`src/rtl/stopclk_pkg.sv`:
```
package stopclk_pkg;

    typedef enum logic [4:0] {
        ST_RUN      = 5'b00001,
        ST_WAIT_BND = 5'b00010,
        ST_DRAIN    = 5'b00100,
        ST_ACK      = 5'b01000,
        ST_STOPPED  = 5'b10000
    } sc_state_e;

endpackage

```
`src/rtl/stopclk_sync.sv`:
```
module stopclk_sync #(
    parameter int STAGES = 2
) (
    input  logic clk,
    input  logic rst_n,
    input  logic async_n,
    output logic req_active
);
    localparam int LAST = STAGES - 1;

    logic [STAGES-1:0] chain;

    generate
        for (genvar g = 0; g < STAGES; g++) begin : g_stage
            if (g == 0) begin : g_first
                always_ff @(posedge clk or negedge rst_n) begin
                    if (!rst_n) chain[0] <= 1'b1;
                    else        chain[0] <= async_n;
                end
            end else begin : g_next
                always_ff @(posedge clk or negedge rst_n) begin
                    if (!rst_n) chain[g] <= 1'b1;
                    else        chain[g] <= chain[g-1];
                end
            end
        end
    endgenerate

    assign req_active = ~chain[LAST];

    initial begin
        p_min_stages_r1: assert (STAGES >= 2)
            else $error("synchronizer needs at least two stages");
    end
endmodule

```
`src/rtl/stopclk_fsm.sv`:
```
module stopclk_fsm
    import stopclk_pkg::*;
(
    input  logic clk,
    input  logic rst_n,
    input  logic req_sync,
    input  logic insn_boundary,
    input  logic hi_irq_pending,
    input  logic drain_done,
    input  logic bus_ready,
    input  logic burst_ready,
    output logic drain_req,
    output logic stop_grant_req,
    output logic clk_stop_ok,
    output logic proto_err
);
    sc_state_e state_q, state_d;
    logic      abort_d;
    logic      err_q;

    // next-state logic
    always_comb begin
        state_d = state_q;
        abort_d = 1'b0;
        unique case (state_q)
            ST_RUN: begin
                if (req_sync) state_d = ST_WAIT_BND;              // req_seen
            end
            ST_WAIT_BND: begin
                if (!req_sync) begin
                    state_d = ST_RUN;                             // abort
                    abort_d = 1'b1;
                end else if (insn_boundary && !hi_irq_pending) begin
                    state_d = ST_DRAIN;                           // bnd_ok
                end
            end
            ST_DRAIN: begin
                if (!req_sync) begin
                    state_d = ST_RUN;
                    abort_d = 1'b1;
                end else if (drain_done) begin
                    state_d = ST_ACK;                             // drained
                end
            end
            ST_ACK: begin
                if (!req_sync) begin
                    state_d = ST_RUN;
                    abort_d = 1'b1;
                end else if (bus_ready || burst_ready) begin
                    state_d = ST_STOPPED;                         // acked
                end
            end
            ST_STOPPED: begin
                if (!req_sync) state_d = ST_RUN;                  // released
            end
            default: state_d = ST_RUN;
        endcase
    end

    // state register
    always_ff @(posedge clk or negedge rst_n) begin
        if (!rst_n) begin
            state_q <= ST_RUN;
            err_q   <= 1'b0;
        end else begin
            state_q <= state_d;
            err_q   <= abort_d;
        end
    end

    // outputs
    always_comb begin
        drain_req      = 1'b0;
        stop_grant_req = 1'b0;
        clk_stop_ok    = 1'b0;
        unique case (state_q)
            ST_DRAIN:   drain_req      = 1'b1;
            ST_ACK:     stop_grant_req = 1'b1;
            ST_STOPPED: clk_stop_ok    = 1'b1;
            default: ;
        endcase
        proto_err = err_q;
    end

    p_onehot_state_r9: assert property (@(posedge clk) disable iff (!rst_n)
        $onehot(state_q));

    p_excl_outputs_r9: assert property (@(posedge clk) disable iff (!rst_n)
        $onehot0({drain_req, stop_grant_req, clk_stop_ok}));

    p_drain_at_clean_boundary_r3: assert property (@(posedge clk) disable iff (!rst_n)
        $rose(drain_req) |-> $past(insn_boundary && !hi_irq_pending && req_sync));

    p_grant_after_drain_r4: assert property (@(posedge clk) disable iff (!rst_n)
        $rose(stop_grant_req) |-> $past(drain_req && drain_done));

    p_stop_after_ready_r6: assert property (@(posedge clk) disable iff (!rst_n)
        $rose(clk_stop_ok) |-> $past(stop_grant_req && (bus_ready || burst_ready)));

    p_stop_hold_r7: assert property (@(posedge clk) disable iff (!rst_n)
        (clk_stop_ok && req_sync) |=> clk_stop_ok);

    p_err_cause_r8: assert property (@(posedge clk) disable iff (!rst_n)
        proto_err |-> $past(!req_sync && !clk_stop_ok));

    p_err_single_r8: assert property (@(posedge clk) disable iff (!rst_n)
        proto_err |=> !proto_err);
endmodule

```
`src/rtl/stop_clk_seq.sv`:
```
module stop_clk_seq #(
    parameter int SYNC_STAGES = 2
) (
    input  logic clk,
    input  logic rst_n,
    input  logic stop_req_n,
    input  logic insn_boundary,
    input  logic hi_irq_pending,
    input  logic drain_done,
    input  logic bus_ready,
    input  logic burst_ready,
    output logic drain_req,
    output logic stop_grant_req,
    output logic clk_stop_ok,
    output logic proto_err
);
    logic req_sync;

    stopclk_sync #(.STAGES(SYNC_STAGES)) u_sync (
        .clk        (clk),
        .rst_n      (rst_n),
        .async_n    (stop_req_n),
        .req_active (req_sync)
    );

    stopclk_fsm u_fsm (
        .clk            (clk),
        .rst_n          (rst_n),
        .req_sync       (req_sync),
        .insn_boundary  (insn_boundary),
        .hi_irq_pending (hi_irq_pending),
        .drain_done     (drain_done),
        .bus_ready      (bus_ready),
        .burst_ready    (burst_ready),
        .drain_req      (drain_req),
        .stop_grant_req (stop_grant_req),
        .clk_stop_ok    (clk_stop_ok),
        .proto_err      (proto_err)
    );
endmodule

```
`config.mk`:
```
export PLATFORM = sky130hd
export DESIGN_NAME = stop_clk_seq
export DESIGN_NICKNAME = d
export VERILOG_FILES = /design/src/rtl/stopclk_pkg.sv /design/src/rtl/stopclk_sync.sv /design/src/rtl/stopclk_fsm.sv /design/src/rtl/stop_clk_seq.sv
export SDC_FILE = /design/constraint.sdc
export NUM_CORES = 1
export LEC_CHECK = 0
export BUFFER_PORTS_ARGS = -buffer_cell sky130_fd_sc_hd__buf_2
export CORE_AREA = 2 2 39 41
export DETAILED_ROUTE_END_ITERATION = 10
export DIE_AREA = 0 0 41 43
export PLACE_DENSITY_LB_ADDON = 0.2
export SYNTH_ARGS = -nofsm -noshare
export SYNTH_HDL_FRONTEND = slang
export SYNTH_SLANG_ARGS = --single-unit
```
`constraint.sdc`:
```
create_clock -name clk -period 3 [get_ports clk]
set_clock_uncertainty 0.05 [all_clocks]
set_input_delay 0 -clock clk [delete_from_list [all_inputs] [get_ports clk]]
set_output_delay 0 -clock clk [all_outputs]
set_load 0.02 [all_outputs]
```
==> impl_summary.md <==
Placement
At the end of routability-driven placement, the weighted congestion stood at ~0.83. The count of buffers added on input and output ports is 11. The detailed-placement wirelength estimate is 720 um. The post-placement cell area is 532 um^2. Counting tap cells, the placed design contains a total of 75 instances.

Drt
The total wire length is 974 um. The detailed router finished its first iteration with 2 violations. The via count is 425. The number of remaining DRC errors is 0.

The final routed wire length divided by cell count is 11.9 um. The residual antenna-violating net count after detailed routing is 0. Dividing the detail-routed via count by the number of cells gives approximately 5.2. For this run, the detailed router's first-pass iteration total came to 4.

Logic synthesis
The post-synthesis average cell area is 9.22 um^2. The synthesized netlist net count is around 60. The portion of synthesized cell area occupied by the leading cell type is 26.6%. Synthesis inferred 8 register bits. Yosys printed 0 warnings. After synthesis the cells add up to 470 um^2.

Sorting the synthesized cells by area gives the leading types as dfrtp_1 (27%), dfstp_2 (17%), nor2_1 (6.4%), o21ai_0 (4.3%), nor2b_1 (4.0%). The leading area contributor after synthesis is dfrtp_1. The number of distinct library cells after synthesis is 26. For this run, the register share of the synthesized area comes to between 40% and 50%. Counting every instance in the synthesized netlist gives 51.

Run status
The flow ran to the end, and the final reports show no timing, DRC or antenna violations.

Finish
Counting the fill cells in the layout gives 146. The fraction of layout instances using a drive strength above 1 is between 30% and 40%. The signed area change from the synthesized netlist to the final layout is 25.0%. The cell area after layout is 588 um^2.

The total number of nets in the final design is 75. The number of standard cells in the layout, taps in and fillers out is 82. Cells fill 42.5% of the core in the end. The diode insertion count for antenna repair is 0. The multi-input combinational cells in the finished layout cover a total of between 200 and 250 um^2. The sequential cell area is 204 um^2.

STA
The max-slew violation count is 0. The final hold violation count was 0. The setup-violating endpoint count in the final report is 0. The maximum clock frequency is 0.622 GHz. For the pin with the worst max-slew slack, the measured transition is 490 ps. The relative slew slack is 66.9%. The final critical path time including I/O delays and setup is between 1500 and 2000 ps.

The total negative slack for setup checks is 0 ps. Setup repair after global routing left no endpoint under its margin. The share of the cycle needed by the critical path after routing is around 54%.

The worst-case hold slack is roughly 3.8 ps.

Floorplan
The floorplan die height is 43 um. For this configuration, the core starts out at a cell density of 34.0%. The die is 41 um wide.

The number of I/O pins is 12. The core area is 1380 um^2. The die outline area is 1760 um^2. The floorplan has 14 rows.

GRT
Global routing used 16.3% of the available met1 tracks. The fraction of met2 tracks used by global routing is 21.3%. The first global-routing pass estimated 1670 um of wire.

The number of antenna violations at the first check in global routing was 0. The via count of the first global-routing pass is ~430. Entering global routing, the biggest net connects 12 pins. The total routing usage reported by global routing is between 10% and 20%. The aggregate global routing overflow is 0. Global routing consumed, on the met3 layer, about 6.3% of the routing resources. met2 is the most crowded layer.

Clock tree
The total number of clock tree sinks is 8. The later-pin clock latency in the skew report is 260 ps. Counting along the longest clock path gives a buffer depth of 2. CTS built an H-tree with a depth of 1.

Clock tree synthesis inserted a total of 3 buffers. The root buffer cell chosen for the clock tree is clkbuf_4. The buffers inserted during post-CTS setup optimization is 0. Clock-pin slew was measured on the worst setup and hold paths at 60 ps.

TritonCTS built the clock tree.

Setup path
The critical path launch point type is a flip-flop. At the worst endpoint, the arrival time is 1560 ps. The kind of critical path is flip-flop to output pin. The required time of the critical path is 2950 ps. The maximum fanout count along the critical path is 8. The category of the worst setup path capture point is an output pin.

Worst hold path
The kind of path behind the tightest hold check is input pin to flip-flop.

Power and ir drop
The power density over the cells is 599 nW/um^2. IR analysis of the VDD net gives a maximum drop of 366 uV. Summed over all cells, the static leakage comes to between 0.2 and 0.3 nW.

Flow run
Max-cap violations in this run came to 0.
per-stage QoR:
stage | power, mW | setup WS [ps]
finish | 0.352 | 1390
floorplan | 0.236 | 1410
global route | 0.379 | 1300
detailed placement | 0.263 | 1480
CTS | 0.355 | 1370
global placement | 0.263 | 1490
registers in the layout, summed over array words and instances, names as in the netlist:
name	cells
u_fsm.state_q	5
u_sync.chain	2
u_fsm.proto_err	1
worst max-delay path, stage by stage (launching register included):
cell and delay [ps]:
dfrtp_1 460, or3_4 440, nor3b_2 210, buf_2 190
metal layers:
metal,vias up,part of all wire [%],wire length [um]
li1,209,-,-
met1,202,45,438
met2,10,49,480
met3,4,3.1,30
met4,0,2.5,24
met5,-,0,0
final cells by class:
cell class	instances	share of cell area, %
clock buffers	4	4.47
inverters	2	1.28
multi-input cells	38	41.7
flip-flops and latches	8	34.7
well taps	16	3.40
repair buffers	14	14.5
synth_stat cells:
library cell and number:
inv_1 2, nand3_1 3, nor3_1 1, a311oi_2 1, nor2_1 8, dfstp_2 3, nor4b_1 2, o32ai_1 1
nand2b_1 1, dfrtp_1 5, nor3b_1 1, o21ai_0 4, nor2b_1 3, xor2_1 1, o21a_1 1, o311a_1 1
a22oi_1 1, and2b_2 1, or3_4 1, nand2_1 3, o31ai_1 1, a32oi_1 1, clkbuf_1 1, or2b_1 1
nor3b_2 1, buf_2 2
worst paths after layout:
kind / endpoint / start / slack (ps) / cells past startpoint
max: stop_grant_req / u_fsm.state_q[2] / 1390 / 3
min: u_fsm.state_q[2] / insn_boundary / 4 / 3
max reg2reg: u_fsm.state_q[0] / u_fsm.state_q[0] / 1460 / 3
min reg2reg: u_sync.chain[1] / u_sync.chain[0] / 300 / 0
max in group asynchronous: u_sync.chain[1] / rst_n / 2610 / 2
min in group asynchronous: u_fsm.state_q[1] / rst_n / 50 / 2
power breakdown:
group,internal [mW],switching [mW]
Clock,0.0508,0.0360
Combinational,0.0559,0.0536
Sequential,0.130,0.0261
Total,0.237,0.116
kinds of logic (layout without fill, tap and decap cells):
kind of cell    after synthesis  after routing  synth area share, %
compound gates               11             11                 18.1
flops                         8              8                 43.4
xor+xnor                      1              1                 1.86
simple gates                 26             26                 32.2
buf+inv                       5             20                 4.52
cells in the final DEF (no fill, tap or decap), types with 2 or more instances in the layout:
master and count:
nand3_1 3, nor2b_1 3, clkbuf_4 3, buf_2 11
dfstp_2 3, o21ai_0 4, dlygate4sd3_1 3, nor2_1 8
nor4b_1 2, nand2_1 3, dfrtp_1 5, inv_1 2
repair_timing:
action                    CTS  global route
hold endpoints to repair   10             0
resized for setup           0             0
hold buffers                3             0
(Power assumes the default switching activity.)
